===== src/rtl/ptr_agu_pkg.sv =====
package ptr_agu_pkg;

   typedef enum logic [2:0] {
      K_LD   = 3'd0,
      K_ST   = 3'd1,
      K_PUSH = 3'd2,
      K_POP  = 3'd3,
      K_IN   = 3'd4,
      K_OUT  = 3'd5
   } op_kind_e;

   typedef enum logic [1:0] {
      M_PLAIN   = 2'd0,
      M_PREDEC  = 2'd1,
      M_POSTINC = 2'd2
   } ptr_mode_e;

   typedef enum logic [2:0] {
      RG_REG,
      RG_IO,
      RG_XIO,
      RG_SRAM,
      RG_VOID
   } region_e;

   typedef enum logic [1:0] {
      S_IDLE,
      S_ADDR,
      S_ACC
   } agu_state_e;

endpackage


===== src/rtl/ptr_agu_decode.sv =====
module ptr_agu_decode
   import ptr_agu_pkg::*;
#(
   parameter int unsigned ADDR_W     = 16,
   parameter int unsigned REG_SPAN   = 32,
   parameter int unsigned IO_SPAN    = 32,
   parameter int unsigned SRAM_BASE  = 256,
   parameter int unsigned SRAM_BYTES = 1024
) (
   input  logic [ADDR_W-1:0] addr,
   output region_e           region,
   output logic              on_bus
);
   localparam int unsigned IO_LO    = REG_SPAN;
   localparam int unsigned IO_HI    = REG_SPAN + IO_SPAN;
   localparam int unsigned SRAM_END = SRAM_BASE + SRAM_BYTES;

   logic [31:0] a32;
   logic        beyond;

   assign a32 = 32'(addr);

   // Pick the upper-limit comparator only when SRAM leaves a hole at the top.
   generate
      if (SRAM_END >= (32'd1 << ADDR_W)) begin : g_full_map
         assign beyond = 1'b0;
      end else begin : g_part_map
         assign beyond = (a32 >= SRAM_END);
      end
   endgenerate

   always_comb begin
      if (a32 < IO_LO)            region = RG_REG;
      else if (a32 < IO_HI)       region = RG_IO;
      else if (a32 < SRAM_BASE)   region = RG_XIO;
      else if (beyond)            region = RG_VOID;
      else                        region = RG_SRAM;
   end

   assign on_bus = (region == RG_IO) || (region == RG_XIO) || (region == RG_SRAM);

endmodule


===== src/rtl/ptr_agu_ptr_calc.sv =====
module ptr_agu_ptr_calc
   import ptr_agu_pkg::*;
#(
   parameter int unsigned DATA_W   = 8,
   parameter int unsigned NUM_PTRS = 3,
   parameter int unsigned PTR_BASE = 26,
   parameter int unsigned REG_AW   = 5,
   parameter int unsigned SEL_W    = 2
) (
   input  logic [SEL_W-1:0]    sel,
   input  ptr_mode_e           mode,
   input  logic [DATA_W-1:0]   lo_byte,
   input  logic [DATA_W-1:0]   hi_byte,
   output logic [REG_AW-1:0]   lo_idx,
   output logic [REG_AW-1:0]   hi_idx,
   output logic [2*DATA_W-1:0] ea,
   output logic [2*DATA_W-1:0] nxt,
   output logic                wr
);
   localparam int unsigned PW = 2 * DATA_W;

   logic [REG_AW-1:0] lo_tab [NUM_PTRS];
   logic [PW-1:0]     cur;

   generate
      for (genvar g = 0; g < NUM_PTRS; g++) begin : g_pair
         assign lo_tab[g] = REG_AW'(PTR_BASE + 2 * g);
      end
   endgenerate

   always_comb begin
      lo_idx = lo_tab[0];
      for (int i = 0; i < NUM_PTRS; i++) begin
         if (sel == SEL_W'(i)) lo_idx = lo_tab[i];
      end
   end

   assign hi_idx = lo_idx | REG_AW'(1);
   assign cur    = {hi_byte, lo_byte};

   always_comb begin
      unique case (mode)
         M_PREDEC: begin
            ea  = cur - PW'(1);
            nxt = cur - PW'(1);
            wr  = 1'b1;
         end
         M_POSTINC: begin
            ea  = cur;
            nxt = cur + PW'(1);
            wr  = 1'b1;
         end
         default: begin
            ea  = cur;
            nxt = cur;
            wr  = 1'b0;
         end
      endcase
   end

endmodule


===== src/rtl/ptr_agu_sp.sv =====
module ptr_agu_sp #(
   parameter int unsigned ADDR_W   = 16,
   parameter int unsigned SP_RESET = 16'h04FF
) (
   input  logic              clk,
   input  logic              rst_n,
   input  logic              push_commit,
   input  logic              pop_commit,
   output logic [ADDR_W-1:0] sp
);
   always_ff @(posedge clk or negedge rst_n) begin
      if (!rst_n)            sp <= ADDR_W'(SP_RESET);
      else if (push_commit)  sp <= sp - ADDR_W'(1);
      else if (pop_commit)   sp <= sp + ADDR_W'(1);
   end

   a_r8_push_steps_down: assert property (@(posedge clk) disable iff (!rst_n)
      push_commit |=> (sp == $past(sp) - ADDR_W'(1)));

   a_r9_pop_steps_up: assert property (@(posedge clk) disable iff (!rst_n)
      pop_commit |=> (sp == $past(sp) + ADDR_W'(1)));

   a_r8_sp_holds: assert property (@(posedge clk) disable iff (!rst_n)
      (!push_commit && !pop_commit) |=> $stable(sp));

endmodule


===== src/rtl/ptr_agu.sv =====
module ptr_agu
   import ptr_agu_pkg::*;
#(
   parameter int unsigned DATA_W     = 8,
   parameter int unsigned ADDR_W     = 16,
   parameter int unsigned NUM_REGS   = 32,
   parameter int unsigned IO_SPAN    = 32,
   parameter int unsigned NUM_PTRS   = 3,
   parameter int unsigned PTR_BASE   = 26,
   parameter int unsigned SRAM_BASE  = 256,
   parameter int unsigned SRAM_BYTES = 1024
) (
   input  logic                        clk,
   input  logic                        rst_n,
   input  logic                        op_valid,
   input  logic [2:0]                  op_kind,
   input  logic [$clog2(NUM_PTRS)-1:0] op_ptr,
   input  logic [1:0]                  op_mode,
   input  logic [$clog2(NUM_REGS)-1:0] op_reg,
   input  logic [$clog2(IO_SPAN)-1:0]  op_io,
   output logic                        op_ready,
   output logic [$clog2(NUM_REGS)-1:0] rf_ptr_lo_addr,
   output logic [$clog2(NUM_REGS)-1:0] rf_ptr_hi_addr,
   input  logic [DATA_W-1:0]           rf_ptr_lo_data,
   input  logic [DATA_W-1:0]           rf_ptr_hi_data,
   output logic [$clog2(NUM_REGS)-1:0] rf_rd_addr,
   input  logic [DATA_W-1:0]           rf_rd_data,
   output logic                        rf_dw_en,
   output logic [$clog2(NUM_REGS)-1:0] rf_dw_addr,
   output logic [DATA_W-1:0]           rf_dw_data,
   output logic                        rf_pw_lo_en,
   output logic                        rf_pw_hi_en,
   output logic [ADDR_W-1:0]           rf_pw_data,
   output logic [ADDR_W-1:0]           bus_addr,
   output logic                        bus_re,
   output logic                        bus_we,
   output logic [DATA_W-1:0]           bus_wdata,
   input  logic [DATA_W-1:0]           bus_rdata,
   output logic [ADDR_W-1:0]           sp_value
);
   localparam int unsigned REG_AW   = $clog2(NUM_REGS);
   localparam int unsigned IO_AW    = $clog2(IO_SPAN);
   localparam int unsigned SEL_W    = $clog2(NUM_PTRS);
   localparam int unsigned IO_LO    = NUM_REGS;
   localparam int unsigned SRAM_END = SRAM_BASE + SRAM_BYTES;
   localparam int unsigned SP_TOP   = SRAM_END - 1;

   // Elaboration-time parameter checks
   generate
      if (ADDR_W != 2 * DATA_W) begin : g_bad_width
         $error("ptr_agu: pointer pair must span the address width");
      end
      if ((32'd1 << REG_AW) != NUM_REGS) begin : g_bad_regs
         $error("ptr_agu: register count must be a power of two");
      end
      if ((32'd1 << IO_AW) != IO_SPAN) begin : g_bad_io
         $error("ptr_agu: short I/O span must be a power of two");
      end
      if (PTR_BASE + 2 * NUM_PTRS > NUM_REGS || (PTR_BASE % 2) != 0) begin : g_bad_ptr
         $error("ptr_agu: pointer pairs must be even-aligned inside the register file");
      end
      if (SRAM_BASE < NUM_REGS + IO_SPAN || SRAM_END > (32'd1 << ADDR_W)) begin : g_bad_map
         $error("ptr_agu: SRAM window overlaps the register or I/O windows or exceeds the space");
      end
   endgenerate

   // Operation capture and two-phase sequencing
   agu_state_e        state;
   op_kind_e          q_kind;
   ptr_mode_e         q_mode;
   logic [SEL_W-1:0]  q_sel;
   logic [REG_AW-1:0] q_reg;
   logic [IO_AW-1:0]  q_io;
   logic              accept;

   assign op_ready = (state != S_ADDR);
   assign accept   = op_valid && op_ready;

   always_ff @(posedge clk or negedge rst_n) begin
      if (!rst_n) begin
         state <= S_IDLE;
      end else begin
         unique case (state)
            S_ADDR:  state <= S_ACC;
            default: state <= accept ? S_ADDR : S_IDLE;
         endcase
      end
   end

   always_ff @(posedge clk or negedge rst_n) begin
      if (!rst_n) begin
         q_kind <= K_LD;
         q_mode <= M_PLAIN;
         q_sel  <= '0;
         q_reg  <= '0;
         q_io   <= '0;
      end else if (accept) begin
         q_kind <= op_kind_e'(op_kind);
         q_mode <= ptr_mode_e'(op_mode);
         q_sel  <= op_ptr;
         q_reg  <= op_reg;
         q_io   <= op_io;
      end
   end

   // Phase 1: pointer read and effective address
   logic [ADDR_W-1:0] ptr_ea;
   logic [ADDR_W-1:0] ptr_nxt;
   logic              ptr_wr;
   logic [ADDR_W-1:0] sp;
   logic              is_ptr_op;
   logic [ADDR_W-1:0] ea_d;

   ptr_agu_ptr_calc #(
      .DATA_W   (DATA_W),
      .NUM_PTRS (NUM_PTRS),
      .PTR_BASE (PTR_BASE),
      .REG_AW   (REG_AW),
      .SEL_W    (SEL_W)
   ) u_ptr_calc (
      .sel     (q_sel),
      .mode    (q_mode),
      .lo_byte (rf_ptr_lo_data),
      .hi_byte (rf_ptr_hi_data),
      .lo_idx  (rf_ptr_lo_addr),
      .hi_idx  (rf_ptr_hi_addr),
      .ea      (ptr_ea),
      .nxt     (ptr_nxt),
      .wr      (ptr_wr)
   );

   assign is_ptr_op = (q_kind == K_LD) || (q_kind == K_ST);

   always_comb begin
      unique case (q_kind)
         K_LD, K_ST:  ea_d = ptr_ea;
         K_PUSH:      ea_d = sp;
         K_POP:       ea_d = sp + ADDR_W'(1);
         K_IN, K_OUT: ea_d = ADDR_W'(IO_LO) + ADDR_W'(q_io);
         default:     ea_d = sp;
      endcase
   end

   logic [ADDR_W-1:0] a_ea;
   logic [ADDR_W-1:0] a_nxt;
   logic              a_ptr_wr;
   logic [DATA_W-1:0] a_sdata;

   always_ff @(posedge clk or negedge rst_n) begin
      if (!rst_n) begin
         a_ea     <= '0;
         a_nxt    <= '0;
         a_ptr_wr <= 1'b0;
         a_sdata  <= '0;
      end else if (state == S_ADDR) begin
         a_ea     <= ea_d;
         a_nxt    <= ptr_nxt;
         a_ptr_wr <= is_ptr_op && ptr_wr;
         a_sdata  <= rf_rd_data;
      end
   end

   // Phase 2: region routing, bus strobes and register-file writes
   region_e region;
   logic    on_bus;
   logic    in_acc;
   logic    is_load;
   logic    is_store;
   logic [DATA_W-1:0] ld_data;

   ptr_agu_decode #(
      .ADDR_W     (ADDR_W),
      .REG_SPAN   (NUM_REGS),
      .IO_SPAN    (IO_SPAN),
      .SRAM_BASE  (SRAM_BASE),
      .SRAM_BYTES (SRAM_BYTES)
   ) u_decode (
      .addr   (a_ea),
      .region (region),
      .on_bus (on_bus)
   );

   assign in_acc   = (state == S_ACC);
   assign is_load  = (q_kind == K_LD) || (q_kind == K_POP) || (q_kind == K_IN);
   assign is_store = (q_kind == K_ST) || (q_kind == K_PUSH) || (q_kind == K_OUT);

   assign rf_rd_addr = in_acc ? a_ea[REG_AW-1:0] : q_reg;

   always_comb begin
      if (region == RG_REG) ld_data = rf_rd_data;
      else if (on_bus)      ld_data = bus_rdata;
      else                  ld_data = '0;
   end

   assign bus_addr  = a_ea;
   assign bus_wdata = a_sdata;
   assign bus_re    = in_acc && is_load && on_bus;
   assign bus_we    = in_acc && is_store && on_bus;

   assign rf_dw_en   = in_acc && (is_load || (is_store && region == RG_REG));
   assign rf_dw_addr = is_load ? q_reg : a_ea[REG_AW-1:0];
   assign rf_dw_data = is_load ? ld_data : a_sdata;

   // A data write into a pointer byte takes precedence over the write-back.
   assign rf_pw_lo_en = in_acc && a_ptr_wr && !(rf_dw_en && rf_dw_addr == rf_ptr_lo_addr);
   assign rf_pw_hi_en = in_acc && a_ptr_wr && !(rf_dw_en && rf_dw_addr == rf_ptr_hi_addr);
   assign rf_pw_data  = a_nxt;

   ptr_agu_sp #(
      .ADDR_W   (ADDR_W),
      .SP_RESET (SP_TOP)
   ) u_sp (
      .clk         (clk),
      .rst_n       (rst_n),
      .push_commit (in_acc && q_kind == K_PUSH),
      .pop_commit  (in_acc && q_kind == K_POP),
      .sp          (sp)
   );

   assign sp_value = sp;

   // Assertions
   a_r5_strobe_after_wait: assert property (@(posedge clk) disable iff (!rst_n)
      (bus_re || bus_we) |-> !$past(op_ready));

   a_r5_one_strobe: assert property (@(posedge clk) disable iff (!rst_n)
      !(bus_re && bus_we));

   a_r11_busy_one_cycle: assert property (@(posedge clk) disable iff (!rst_n)
      !op_ready |=> op_ready);

   a_r7_bus_in_map: assert property (@(posedge clk) disable iff (!rst_n)
      (bus_re || bus_we) |-> (32'(bus_addr) >= IO_LO && 32'(bus_addr) < SRAM_END));

   a_r10_lo_data_wins: assert property (@(posedge clk) disable iff (!rst_n)
      (rf_dw_en && rf_pw_lo_en) |-> (rf_dw_addr != rf_ptr_lo_addr));

   a_r10_hi_data_wins: assert property (@(posedge clk) disable iff (!rst_n)
      (rf_dw_en && rf_pw_hi_en) |-> (rf_dw_addr != rf_ptr_hi_addr));

   a_r3_predec_writes_addr: assert property (@(posedge clk) disable iff (!rst_n)
      ((rf_pw_lo_en || rf_pw_hi_en) && q_mode == M_PREDEC) |-> (rf_pw_data == bus_addr));

   a_r4_postinc_writes_next: assert property (@(posedge clk) disable iff (!rst_n)
      ((rf_pw_lo_en || rf_pw_hi_en) && q_mode == M_POSTINC) |-> (rf_pw_data == bus_addr + ADDR_W'(1)));

   a_r2_plain_no_writeback: assert property (@(posedge clk) disable iff (!rst_n)
      (q_mode == M_PLAIN) |-> !(rf_pw_lo_en || rf_pw_hi_en));

endmodule


===== config.mk =====
export PLATFORM = sky130hd
export DESIGN_NAME = ptr_agu
export DESIGN_NICKNAME = d
export VERILOG_FILES = /design/src/rtl/ptr_agu_pkg.sv /design/src/rtl/ptr_agu_decode.sv /design/src/rtl/ptr_agu_ptr_calc.sv /design/src/rtl/ptr_agu_sp.sv /design/src/rtl/ptr_agu.sv
export SDC_FILE = /design/constraint.sdc
export NUM_CORES = 1
export LEC_CHECK = 0
export BUFFER_PORTS_ARGS = -buffer_cell sky130_fd_sc_hd__clkbuf_2
export CAP_MARGIN = 20
export CORE_MARGIN = 2
export CORE_UTILIZATION = 59
export CTS_CLUSTER_DIAMETER = 60
export DETAILED_ROUTE_END_ITERATION = 10
export PLACE_DENSITY = 0.88
export REMOVE_ABC_BUFFERS = 1
export SLEW_MARGIN = 10
export SYNTH_ARGS = -nofsm -noshare
export SYNTH_HDL_FRONTEND = slang
export SYNTH_SLANG_ARGS = --single-unit

===== constraint.sdc =====
create_clock -name clk -period 5 [get_ports clk]
set_input_delay 0.75 -clock clk [delete_from_list [all_inputs] [get_ports clk]]
set_output_delay 0.75 -clock clk [all_outputs]
set_load 0.05 [all_outputs]

After elaboration in Yosys (flattened, before gate mapping)
Cells that the tools add are included.
Widths: inputs -> output; s select.
{"block": "word_totals", "reg_bits": 76, "latchBits": 0, "mem_bits_rw": 0, "romBits": 0, "input_bits": 52, "out_inout_bits": 90, "mem_count": 0}
{"block": "classes", "addsub": 5, "n_mul": 0, "div_mod_pow": 0, "order_cmp": 4, "n_eq_ne": 17, "shift": 0, "n_mux": 19, "bitwise": 0, "n_reduce_logical": 31}
{"cell": "$mux 16", "count": 3}
{"cell": "$pmux 16 s3", "count": 1}
{"cell": "$add 16x1->16 const B", "count": 2}
{"cell": "$pmux 16 s2", "count": 1}
{"cell": "$sub 16x1->16 const B", "count": 2}
{"cell": "$mux 8", "count": 3}
{"cell": "$ge 16x11->1 const B", "count": 1}
{"cell": "$lt 16x6->1 const B", "count": 1}
{"cell": "$lt 16x7->1 const B", "count": 1}
{"cell": "$lt 16x9->1 const B", "count": 1}
{"cell": "$logic_and 1x1->1", "count": 15}
{"cell": "$mux 3", "count": 5}
{"cell": "$mux 5", "count": 3}
{"cell": "$eq 3x2->1 const B", "count": 4}
{"cell": "$eq 5x5->1", "count": 2}
{"cell": "$logic_or 1x1->1", "count": 8}
{"cell": "$add 6x5->7 const A", "count": 1}
{"cell": "$eq 2x1->1 const B", "count": 3}
{"cell": "$eq 2x2->1 const B", "count": 3}
{"cell": "$eq 3x1->1 const B", "count": 2}
{"cell": "$eq 3x3->1 const B", "count": 2}
{"cell": "$logic_not 3->1", "count": 2}
{"cell": "$reduce_or 2->1", "count": 3}
{"cell": "$logic_not 1->1", "count": 2}
{"cell": "other kinds (4)", "count": 5}

Logic depth before layout (Yosys ltp)
Gate-level depths: netlist (run 1).
{"block": "logic_depth", "ltp_word": 12, "depth_mapped": 9, "depth_no_buf": 7}

Hierarchy
Synthesis (run 1) repeated with hierarchy kept, for this count alone.
{"block": "hier_totals", "cells_unflattened": 801, "hier_area_um2": 6168.4}
{"module": "ptr_agu", "n_inst": 1, "cells_per_inst": 422, "area_each_um2": 3438.3, "seq_area_each_um2": 1501.4}
{"module": "ptr_agu_sp", "n_inst": 1, "cells_per_inst": 168, "area_each_um2": 1427.6, "seq_area_each_um2": 411.6}
{"module": "ptr_agu_ptr_calc", "n_inst": 1, "cells_per_inst": 200, "area_each_um2": 1241.2, "seq_area_each_um2": 0.0}
{"module": "ptr_agu_decode", "n_inst": 1, "cells_per_inst": 11, "area_each_um2": 61.3, "seq_area_each_um2": 0.0}

Least setup slack after synthesis (run 1)
Ideal clock, no wire load.
{"block": "synth_timing", "kind": "register -> output", "from": "register a_ea[15] (netlist: bus_addr[15])", "to": "output port rf_dw_data[0]", "arrival_time_ns": 2.797, "required_ns": 4.250, "path_slack_ns": 1.453, "path_stages_with_launch": 7, "cell_sequence": "dfrtp_1 or4_1 nor2_1 and2_1 clkbuf_1 a22oi_1 o21ai_0"}
{"block": "synth_via", "elab_chain_len": 11, "elab_cells_between_ends": 17, "cone_classes": "4 x order compare; 3 x eq/ne; 7 x mux; 3 x reduce/logical"}
{"item": "from (decl)", "line": "ptr_agu.sv:144", "source": "logic [ADDR_W-1:0] a_ea;"}
{"item": "from (signal assigned)", "line": "ptr_agu.sv:151", "source": "a_ea <= '0;"}
{"item": "from (signal assigned)", "line": "ptr_agu.sv:156", "source": "a_ea <= ea_d;"}
{"item": "$ge 16x11->1", "line": "ptr_agu_decode.sv:28", "source": "assign beyond = (a32 >= SRAM_END);"}
{"item": "$mux 3", "line": "ptr_agu_decode.sv:36", "source": "else if (beyond) region = RG_VOID;"}
{"item": "$mux 3", "line": "ptr_agu_decode.sv:35", "source": "else if (a32 < SRAM_BASE) region = RG_XIO;"}
{"item": "$mux 3", "line": "ptr_agu_decode.sv:34", "source": "else if (a32 < IO_HI) region = RG_IO;"}
{"item": "$mux 3 (*)", "line": "ptr_agu_decode.sv:33", "source": "if (a32 < IO_LO) region = RG_REG;"}
{"item": "$eq 3x1->1 / $eq 3x2->1 (equally long branches)", "line": "ptr_agu_decode.sv:40", "source": "assign on_bus = (region == RG_IO) || (region == RG_XIO) || (region == RG_SRAM);"}
{"item": "$logic_or 1x1->1 (2 in series)", "line": "ptr_agu_decode.sv:40"}
{"item": "$mux 8", "line": "ptr_agu.sv:191", "source": "else if (on_bus) ld_data = bus_rdata;"}
{"item": "$mux 8 (*)", "line": "ptr_agu.sv:190", "source": "if (region == RG_REG) ld_data = rf_rd_data;"}
{"item": "$mux 8 (*)", "line": "ptr_agu.sv:202", "source": "assign rf_dw_data = is_load ? ld_data : a_sdata;"}
{"item": "to (decl)", "line": "ptr_agu.sv:30", "source": "output logic [DATA_W-1:0] rf_dw_data,"}
Every way passes the cells marked *; elsewhere a longest branch is shown, timed or not.

Worst setup path after layout (run 1)
{"block": "layout_timing", "from": "register q_kind[1]", "to": "output port rf_pw_lo_en"}
{"block": "layout_via", "elab_chain_len": 9, "elab_cells_between_ends": 18, "cone_classes": "6 x eq/ne; 1 x mux; 11 x reduce/logical"}
{"item": "from (decl)", "line": "ptr_agu.sv:69", "source": "op_kind_e q_kind;"}
{"item": "from (signal assigned)", "line": "ptr_agu.sv:98", "source": "q_kind <= op_kind_e'(op_kind);"}
{"item": "branches (longest 6 deep; another with $mux 5)"}
{"item": "$logic_and 1x1->1 (*)", "line": "ptr_agu.sv:205", "source": "assign rf_pw_lo_en = in_acc && a_ptr_wr && !(rf_dw_en && rf_dw_addr == rf_ptr_lo_addr);"}
{"item": "$logic_not 1->1 (*)", "line": "ptr_agu.sv:205"}
{"item": "$logic_and 1x1->1 (*)", "line": "ptr_agu.sv:205"}
{"item": "to (decl)", "line": "ptr_agu.sv:31", "source": "output logic rf_pw_lo_en,"}
Every way passes the cells marked *.

==> key figures, run 1 <==
Run status
  • Status: completed

Logic synthesis
  • Synth top area share: 0.3014
  • Top cells by area, synth: dfrtp_1 30%, nand2_1 7.9%, mux2_2 4.9%
  • EDFF count, synth: 0
  • Post-synthesis instance area: approximately 5600 sq um
  • Syn Inst Count: 687
  • Synth Area per Inst: just over 8 sq um
  • Synth unique cells: 71
  • Synth warn: 0
  • Post-synth top cells: 117 x nand2_1, 67 x dfrtp_1, 46 x o21ai_0
  • Most frequent cell after synthesis: nand2_1
  • #FFs+latches synth: 76
  • Sequential fraction of the synthesis area: 0.3439
  • Area leader, netlist: dfrtp_1
  • Post-synth top flop: dfrtp_1
  • Fraction of registers with async set or reset after synthesis: 1.000

Clock network
  • CTS Hold Bufs: 0
  • Clock Sinks: 76
  • H-Tree Level Count: 3
  • TritonCTS clock tree: done
  • Postcts setup bufs: 0
  • CTS Buffer Depth: 2
  • Clock root buffer: clkbuf_8
  • Cts bufs inserted: 9
  • Worst-path clk slew: about 0.10 ns
  • Post-cts sizing count: 0
  • Latest clock arrival within the worst-skew pair: ~0.37 ns

Floorplanning
  • Core ar.: 9196 sq um
  • Row cnt: 35
  • Die width: a little over 100 um
  • DIE HEIGHT: approximately 100 um
  • Die ar.: 10,220 sq um
  • I/O Pins: 142
  • Initial core utilization: 0.6049

Route
  • Max layer used: met4
  • Met3 WL: roughly 1100 um
  • DRC violations left: 0
  • Post-Route WL: between 15,000 and 20,000 um
  • Post-DRT Antenna Nets: 0
  • DR WL met2: approximately 7800 um
  • Initial DRT Pass Iterations: 6
  • Total number of vias: ~5,600
  • DR WL/cell: ~18 um
  • Vias/cell: about 6.3
  • DRT iter0 DRCs: ~550
  • WL met1: about 6600 um

STA
  • Period utilization: 0.8363
  • Fin. max-slew vios: 0
  • WHS: between 0.4 and 0.5 ns
  • Final Setup Violations: 0
  • Worst-Margin Slew: 1.075 ns
  • Setup TNS: 0 ns
  • FMAX: ~240 MHz
  • Max_slew headroom: 0.2834
  • Min cycle time layout: 4.182 ns
  • Clock skew: about 0.021 ns
  • Final Hold Fails: 0
  • Unrepaired setup endpoints after global routing: false

Global route
  • Pin count of the biggest net entering global routing: 77
  • Total gr overflow: 0
  • Vias in the first global route: roughly 5,100
  • First-pass GRT wire length: roughly 26,000 um
  • GRT Util Overall: 0.3133
  • Initial antenna violation count: 0

Cells and area
  • Fill count: between 700 and 800
  • Total Nets Final: 834
  • Area Growth Syn to Fin: 13.52%
  • Post-route cell area: 6315 sq um
  • Antenna fix cells: 0
  • Share of cells above drive strength 1: 0.2606
  • Post-Route Utilization: 0.6867

Critical path
  • Critical path arrival: around 3.4 ns
  • Worst R2R Path Depth: 5
  • Buf+Inv Stages, Crit Path: 1
  • Critical-path top delay cell: dfrtp_1
  • CP startpoint kind: flop
  • CP Cell Sequence: nor2_1 > nor2_2 > mux2_2 > nor4_1 > a21oi_1 > clkbuf_2
  • CP endpoint kind: output port
  • Worst path max stage delay: approximately 1.1 ns
  • Critical path class: reg2out
  • Delay-heaviest family, CP: simple AND/OR/NAND/NOR gates
  • Reg2Reg Setup Slack: 2.32 ns
  • CP Max Fanout: 31
  • Worst EP required: approximately 4.3 ns
  • RR Startpoint: q_kind[1]
  • Worst R2R End: u_sp.sp[15]

Placed design
  • Dpl hpwl: around 11,000 um
  • Placed cell area: around 6000 sq um
  • IO Port Bufs: about 140
  • RePlAce Congestion: between 0.9 and 1

Job
  • Max-Cap Viols: 0

Worst hold path
  • Hold endpoint: rf_pw_data[2]
  • Hold path depth: 2
  • Min-delay src: rf_pw_data[2]
  • Hold crit path type: reg2reg

Pwr
  • LEAKAGE: around 2.9 nW
  • Final Power: 3.347 mW
  • Max VDD drop: 0.3778 mV
  • Power Dens Cells: 530.1 nW/um^2
worst max-delay path by stage:
stage / startpoint / to / slack (ns) / cells past startpoint
final: q_kind[1] / rf_pw_lo_en / 0.82 / 6
after global routing: q_kind[1] / rf_pw_lo_en / 0.56 / 6
after CTS: q_kind[1] / rf_pw_lo_en / 0.86 / 6
after detailed placement: q_kind[1] / rf_pw_lo_en / 1.26 / 6
after global placement: q_kind[1] / rf_pw_lo_en / 1.48 / 6
after floorplan: bus_addr[15] / rf_dw_data[0] / 0.98 / 4
layer usage:
metal | GRT usage | vias up
met5 | 0 | -
met2 | 0.4952 | 300
met1 | 0.4409 | 2674
met4 | 0.1112 | 0
met3 | 0.04646 | 49
li1 | - | 2604
report_power, final:
part / internal [mW] / leakage (nW) / switching [mW]
logic: 0.469 / 1.85 / 1.30
registers: 0.813 / 0.916 / 0.284
clock network: 0.232 / 0.0966 / 0.250
through the flow:
stage	setup slack, ns	cells
after floorplan	0.9811	623
after detailed placement	1.264	874
after global routing	0.5594	890
final	0.8184	890
after CTS	0.8613	890
after global placement	1.481	874
worst register-to-register path, cell delays in order, from the launching register on:
cell	delay, ns
dfrtp_1	1.07
nand4bb_1	0.71
nor2_1	0.38
nand4_1	0.14
o31ai_1	0.13
xor2_1	0.17
cell type report:
class	instances	area, sq um	share of cell area
clock buffer	10	127.6	0.02021
clock inverter	6	65.06	0.01030
inverter	20	75.07	0.01189
multi-input combinational	527	3279	0.5193
sequential	76	1913	0.3030
tap	111	138.9	0.02199
timing repair buffer	140	715.7	0.1133
logic make-up (layout without fill, tap and decap cells):
| group | after synthesis | in the layout | synth area share |
|---|---|---|---|
| other | 2 | 6 | 0.001350 |
| XOR/XNOR | 38 | 38 | 0.05983 |
| AO/OA/AOI/OAI | 142 | 142 | 0.1644 |
| buffers and inverters | 88 | 176 | 0.06973 |
| multiplexers | 38 | 38 | 0.07827 |
| AND/OR/NAND/NOR | 295 | 295 | 0.2645 |
| flip-flops | 76 | 76 | 0.3439 |
| adder cells (fa/ha/maj) | 8 | 8 | 0.01799 |
layout by cell type, fill, tap and decap left out, drive strengths merged, types with 8 or more instances in the layout:
master | Yosys | layout
mux2 | 24 | 24
nor2 | 43 | 43
nor3 | 23 | 23
or4 | 9 | 9
nand3 | 27 | 27
a22oi | 13 | 13
dfrtp | 67 | 67
nor4 | 17 | 17
mux2i | 12 | 12
dfstp | 9 | 9
o21ai | 46 | 46
xor2 | 18 | 18
nand2 | 117 | 117
clkbuf | 38 | 144
xnor2 | 20 | 20
inv | 20 | 21
nand4 | 13 | 13
ha | 8 | 8
a31oi | 9 | 9
a21oi | 25 | 25
Power figures use the tool's default switching activity.
==> inputs of run 2 (changes only) <==
--- a/config.mk
+++ b/config.mk
@@ -8,10 +8,10 @@
 export BUFFER_PORTS_ARGS = -buffer_cell sky130_fd_sc_hd__clkbuf_2
 export CAP_MARGIN = 20
 export CORE_MARGIN = 2
-export CORE_UTILIZATION = 59
+export CORE_UTILIZATION = 49
 export CTS_CLUSTER_DIAMETER = 60
 export DETAILED_ROUTE_END_ITERATION = 10
-export PLACE_DENSITY = 0.88
+export PLACE_DENSITY = 0.78
 export REMOVE_ABC_BUFFERS = 1
 export SLEW_MARGIN = 10
 export SYNTH_ARGS = -nofsm -noshare
==> constraint.sdc (replaced) <==
create_clock -name clk -period 3.6 [get_ports clk]
set_input_delay 0.54 -clock clk [delete_from_list [all_inputs] [get_ports clk]]
set_output_delay 0.54 -clock clk [all_outputs]
set_load 0.05 [all_outputs]
==> run 2 against run 1 <==
  * Register-to-register slack lost 1.2 ns
  * Clock-buffer cell count stayed put
  * Critical endpoint unchanged
  * Combinational power is 40% higher
  * Worst hold slack got worse by 0.15 ns
  * Setup slack worse by 0.34 ns
  * Largest cell class unchanged
==> key figures, run 2 (synthesis results as in run 1) <==
Cells and area
  • Layout Cells excl Fill: 925
  • Most frequent cells in the layout: 134 x clkbuf_2, 117 x nand2_1, 67 x dfrtp_1, 46 x o21ai_0, 42 x nor2_1
  • Multi-input gate area: ~3300 sq um
  • Leading cell type in the layout, fill and taps excluded: clkbuf_2
  • Storage element area: roughly 1900 sq um
  • Share of cells above drive strength 1: 0.2688
  • Area Growth Syn to Fin: 17.63%
  • Total Nets Final: 840
  • Antenna fix cells: 0
  • Fill count: ~990

Pwr
  • Sw Share: 0.5133
  • Combinational fraction of design power: 0.497
  • Net switching power figure: ~2.6 mW
  • Max VDD drop: between 0.5 and 0.6 mV
  • P_int: 2.433 mW
  • Power Dens Cells: between 700 and 800 nW/um^2
  • Register share of total power: 0.302
  • Clock power frac: 0.201
  • LEAKAGE: a little under 3 nW
  • Final Power: 5.000 mW

Clock network
  • TritonCTS clock tree: done
  • Cts bufs inserted: 9
  • CTS Buffer Depth: 2
  • CTS Hold Bufs: 0
  • Postcts setup bufs: 0
  • Worst-path clk slew: roughly 0.060 ns
  • Post-cts sizing count: 0
  • Clock Sinks: 76
  • Clock root buffer: clkbuf_16
  • H-Tree Level Count: 3
  • Latest clock arrival within the worst-skew pair: 0.34 ns

STA
  • Unrepaired setup endpoints after global routing: false
  • Fin. max-slew vios: 0
  • Setup TNS: 0 ns
  • Max_slew headroom: 0.3653
  • Clock skew: approximately 0.0056 ns
  • Min cycle time layout: approximately 3.1 ns
  • FMAX: between 300 and 400 MHz
  • Final worst slack: 0.4737 ns
  • Final Hold Fails: 0
  • Period utilization: 0.8684
  • Final Setup Violations: 0
  • Worst-Margin Slew: approximately 0.95 ns

Placed design
  • IO Port Bufs: ~140
  • RePlAce Congestion: between 0.9 and 1
  • Dpl hpwl: approximately 11,000 um
  • Dpl cells: around 910
  • Worst slack, placed: 0.8867 ns

Global route
  • First-pass GRT wire length: approximately 26,000 um
  • Vias in the first global route: slightly above 5,000
  • Initial antenna violation count: 0
  • Pin count of the biggest net entering global routing: 77
  • Total gr overflow: 0
  • GRT Util Overall: 0.2570

Critical path
  • Worst EP required: between 3 and 4 ns
  • Critical path arrival: between 2 and 3 ns
  • CP startpoint kind: flop
  • CP Max Fanout: 19
  • CP endpoint kind: output port
  • Critical path class: reg2out

Run status
  • Status: completed

Route
  • Post-Route WL: around 16,000 um
  • Total number of vias: 5,631
  • DRT iter0 DRCs: ~460
  • DR WL/cell: approximately 17 um
  • Post-DRT Antenna Nets: 0
  • Vias/cell: ~6.1
  • DRC violations left: 0
  • Initial DRT Pass Iterations: 7

Floorplanning
  • Die width: ~110 um
  • DIE HEIGHT: approximately 110 um
  • Initial core utilization: 0.5087
  • I/O Pins: 142
  • Row cnt: 38
  • Core ar.: about 11,000 sq um
  • Die ar.: 12,220 sq um

Job
  • Max-Cap Viols: 0

Worst hold path
  • Hold crit path type: in2async
==> run 2: path summary, 6_finish.rpt <==
kind	to	cells after the start	start	slack [ns]
worst max-delay path	rf_pw_lo_en	7	q_kind[1]	0.47
worst min-delay path	rf_pw_data[12]	1	rst_n	0.34
worst max register to register	u_sp.sp[15]	5	q_kind[1]	1.11
worst min register to register	rf_pw_data[8]	2	rf_pw_data[8]	0.48
max in group asynchronous	bus_wdata[6]	1	rst_n	2.64
min in group clk	q_sel[1]	3	op_ptr[1]	0.41
==> run 2: layout make-up <==
cell class / count / area share
well taps: 140 / 0.02677
inverters: 20 / 0.01147
flip-flops and latches: 76 / 0.2924
clock inverters: 6 / 0.01453
clock buffers: 10 / 0.03652
multi-input cells: 527 / 0.5021
repair buffers: 146 / 0.1163
==> run 2: per-stage QoR <==
stage / area [sq um] / hold WS, ns / util
after global routing: 6544 / 0.4254 / 0.5984
after global placement: 6210 / 0.4626 / 0.5678
after CTS: 6544 / 0.3986 / 0.5984
after floorplan: 5265 / 0.2444 / -
final: 6544 / 0.3413 / 0.5984
after detailed placement: 6210 / 0.4716 / 0.5678
==> run 2: worst max-delay path: stages, from the launching register on <==
cell	delay, ns
dfrtp_1	0.51
and3b_1	0.32
nor2_2	0.12
buf_4	0.22
mux2_2	0.38
nor4_1	0.30
a21oi_1	0.12
clkbuf_2	0.26
==> run 2: metal layers <==
layer	wire, um	global-route usage	vias up
li1	-	-	2628
met1	7074	0.3712	2700
met2	7425	0.3943	274
met3	1129	0.03513	29
met4	340	0.09333	0
met5	0	0	-
==> run 2: power groups by stage <==
stage | registers (mW) | clock network, mW | logic, mW
CTS | 1.50 | 1.02 | 2.48
global placement | 1.49 | 0 | 2.44
detailed placement | 1.51 | 0 | 2.47
floorplan | 2.16 | 0 | 1.12
global route | 1.55 | 1.05 | 2.64
finish | 1.51 | 1.01 | 2.48
==> inputs of run 3 (changes only) <==
--- a/config.mk
+++ b/config.mk
@@ -10,7 +10,9 @@
 export CORE_MARGIN = 2
 export CORE_UTILIZATION = 49
 export CTS_CLUSTER_DIAMETER = 60
+export CTS_CLUSTER_SIZE = 20
 export DETAILED_ROUTE_END_ITERATION = 10
+export GPL_TIMING_DRIVEN = 0
 export PLACE_DENSITY = 0.78
 export REMOVE_ABC_BUFFERS = 1
 export SLEW_MARGIN = 10
==> constraint.sdc (replaced) <==
create_clock -name clk -period 3.6 [get_ports clk]
set_input_delay 0.36 -clock clk [delete_from_list [all_inputs] [get_ports clk]]
set_output_delay 0.36 -clock clk [all_outputs]
set_load 0.05 [all_outputs]
==> run 3 against run 2 <==
  * The run now ends with negative hold slack left
  * Final cell count shrank 0.76%
  * Global-route usage grew 0.15 points
  * Maximum frequency shrank 9.6%
  * Sequential cell count is the same
  * Sequential power is essentially flat
  * Die area is the same
  * Critical endpoint unchanged
==> key figures, run 3 (synthesis results as in run 1) <==
Run status
  • Status: finished, violations left
  • Failing checks: negative hold slack

Clock network
  • Worst-path clk slew: 0.06 ns
  • TritonCTS clock tree: done
  • Postcts setup bufs: 0
  • H-Tree Level Count: 3
  • CTS Buffer Depth: 2
  • Latest clock arrival within the worst-skew pair: roughly 0.33 ns
  • Cts bufs inserted: 9
  • Clock Sinks: 76
  • Clock root buffer: clkbuf_16

Route
  • Post-DRT Antenna Nets: 0
  • DRC violations left: 0
  • Total number of vias: ~5,500
  • Post-Route WL: 15,820 um
  • DR WL/cell: 17.23 um
  • DRT iter0 DRCs: approximately 350
  • Vias/cell: 5.953
  • Initial DRT Pass Iterations: 5

Pwr
  • Combinational fraction of design power: 0.503
  • Sw Share: 0.5206
  • Register share of total power: 0.313
  • Net switching power figure: between 2 and 3 mW
  • Power Dens Cells: between 700 and 800 nW/um^2
  • Clock power frac: 0.184
  • P_int: around 2.3 mW
  • Max VDD drop: a little under 0.5 mV
  • LEAKAGE: 2.926 nW

Worst hold path
  • Hold crit path type: in2async

Critical path
  • Critical-path top delay cell: dfrtp_1
  • Critical path arrival: about 3.1 ns
  • CP Cell Sequence: and3b_1 > nor2_2 > mux2_2 > nor4_1 > a21oi_1 > clkbuf_2
  • CP startpoint kind: flop
  • Buf+Inv Stages, Crit Path: 1
  • Reg2Reg Setup Slack: 1.14 ns
  • CP endpoint kind: output port
  • CP Max Fanout: 19
  • Worst R2R End: bus_addr[5]
  • Worst R2R Path Depth: 7
  • Worst path max stage delay: roughly 0.71 ns
  • Worst EP required: approximately 3.2 ns
  • Critical path class: reg2out
  • RR Startpoint: q_mode[1]
  • Delay-heaviest family, CP: simple AND/OR/NAND/NOR gates

Floorplanning
  • Die ar.: approximately 12,000 sq um
  • Core ar.: between 10,000 and 15,000 sq um
  • I/O Pins: about 140
  • Row cnt: 38
  • Initial core utilization: 0.5087
  • Die width: between 100 and 150 um
  • DIE HEIGHT: 110.6 um

Cells and area
  • Total Nets Final: 833
  • Layout Cells excl Fill: 918
  • Leading cell type in the layout, fill and taps excluded: clkbuf_2
  • Area Growth Syn to Fin: 17.54%
  • Most frequent cells in the layout: 134 x clkbuf_2, 117 x nand2_1, 65 x dfrtp_1, 46 x o21ai_0, 42 x nor2_1
  • Share of cells above drive strength 1: 0.2648
  • Antenna fix cells: 0
  • Fill count: just under 1,000

Placed design
  • IO Port Bufs: roughly 140
  • Dpl cells: 901
  • Dpl hpwl: 11,420 um
  • RePlAce Congestion: between 0.9 and 1

Global route
  • GRT Util Overall: 0.2585
  • Pin count of the biggest net entering global routing: 46
  • Initial antenna violation count: 0
  • Total gr overflow: 0
  • Vias in the first global route: 5,194
  • First-pass GRT wire length: 26,500 um

STA
  • FMAX: 289.1 MHz
  • Max_slew headroom: 0.3824
  • WHS: -0.001359 ns
  • Fin. max-slew vios: 0
  • Worst-Margin Slew: around 0.9 ns
  • Period utilization: 0.9608
  • Clock skew: approximately 0.0055 ns
  • Final Setup Violations: 0
  • Final Hold Fails: 1
  • Min cycle time layout: roughly 3.5 ns
  • Unrepaired setup endpoints after global routing: false

Job
  • Max-Cap Viols: 0
==> run 3: cell types whose count changed in the layout (fill, tap and decap cells not counted), moves of 2 or more <==
cell and change:
dfrtp_2 +2, dfrtp_1 -2, clkinv_2 +2, clkinv_4 -3, buf_4 -12, clkinvlp_4 +2
buf_16 +4
==> run 3: repair_timing <==
action / 4_1_cts / 5_1_grt
hold buffers: 0 / 0
endpoints found under the setup margin: 2 / 2
resized for setup: 1 / 1
==> run 3: layer usage <==
layer | routed length (um) | GRT usage
met5 | 0 | 0
met3 | 901 | 0.02744
met4 | 226 | 0.07333
met2 | 7395 | 0.4184
met1 | 7294 | 0.3684
==> run 3: through the flow <==
step	total power, mW	utilization	TNS [ns]	worst slack (ns)	area [sq um]
3_5_place_dp	3.966	0.5684	0	0.1507	6216
2_1_floorplan	3.277	-	-0.2314	-0.02892	5265
6_report	4.895	0.5979	0	0.1410	6539
4_1_cts	4.876	0.5953	0	0.01756	6510
3_3_place_gp	3.889	0.5593	-1.566	-0.2236	6116
5_1_grt	5.158	0.5979	0	0.005688	6539
==> run 3: cell type report <==
| type | instances | area, sq um | area share |
|---|---|---|---|
| inverters | 20 | 75.07 | 0.01148 |
| repair buffers | 139 | 788.3 | 0.1206 |
| well taps | 140 | 175.2 | 0.02679 |
| clock buffers | 10 | 229.0 | 0.03502 |
| clock inverters | 6 | 63.81 | 0.009759 |
| flip-flops and latches | 76 | 1916 | 0.2930 |
| multi-input cells | 527 | 3292 | 0.5034 |
==> run 3: worst max path at each step <==
stage	to	slack [ns]	depth (start not counted)	startpoint
finish	rf_pw_lo_en	0.14	6	q_kind[2]
global placement	rf_pw_data[6]	-0.22	5	state[1]
detailed placement	rf_pw_lo_en	0.15	6	q_kind[1]
CTS	rf_pw_lo_en	0.02	6	q_kind[0]
global route	rf_pw_lo_en	0.006	6	q_kind[1]
floorplan	rf_dw_data[0]	-0.03	4	bus_addr[15]
==> run 3: power groups by stage <==
stage	Clock (mW)	Sequential (mW)	Combinational (mW)
2_1_floorplan	0	2.16	1.12
3_3_place_gp	0	1.52	2.37
3_5_place_dp	0	1.53	2.43
4_1_cts	0.910	1.52	2.44
5_1_grt	0.950	1.58	2.63
6_report	0.901	1.53	2.46
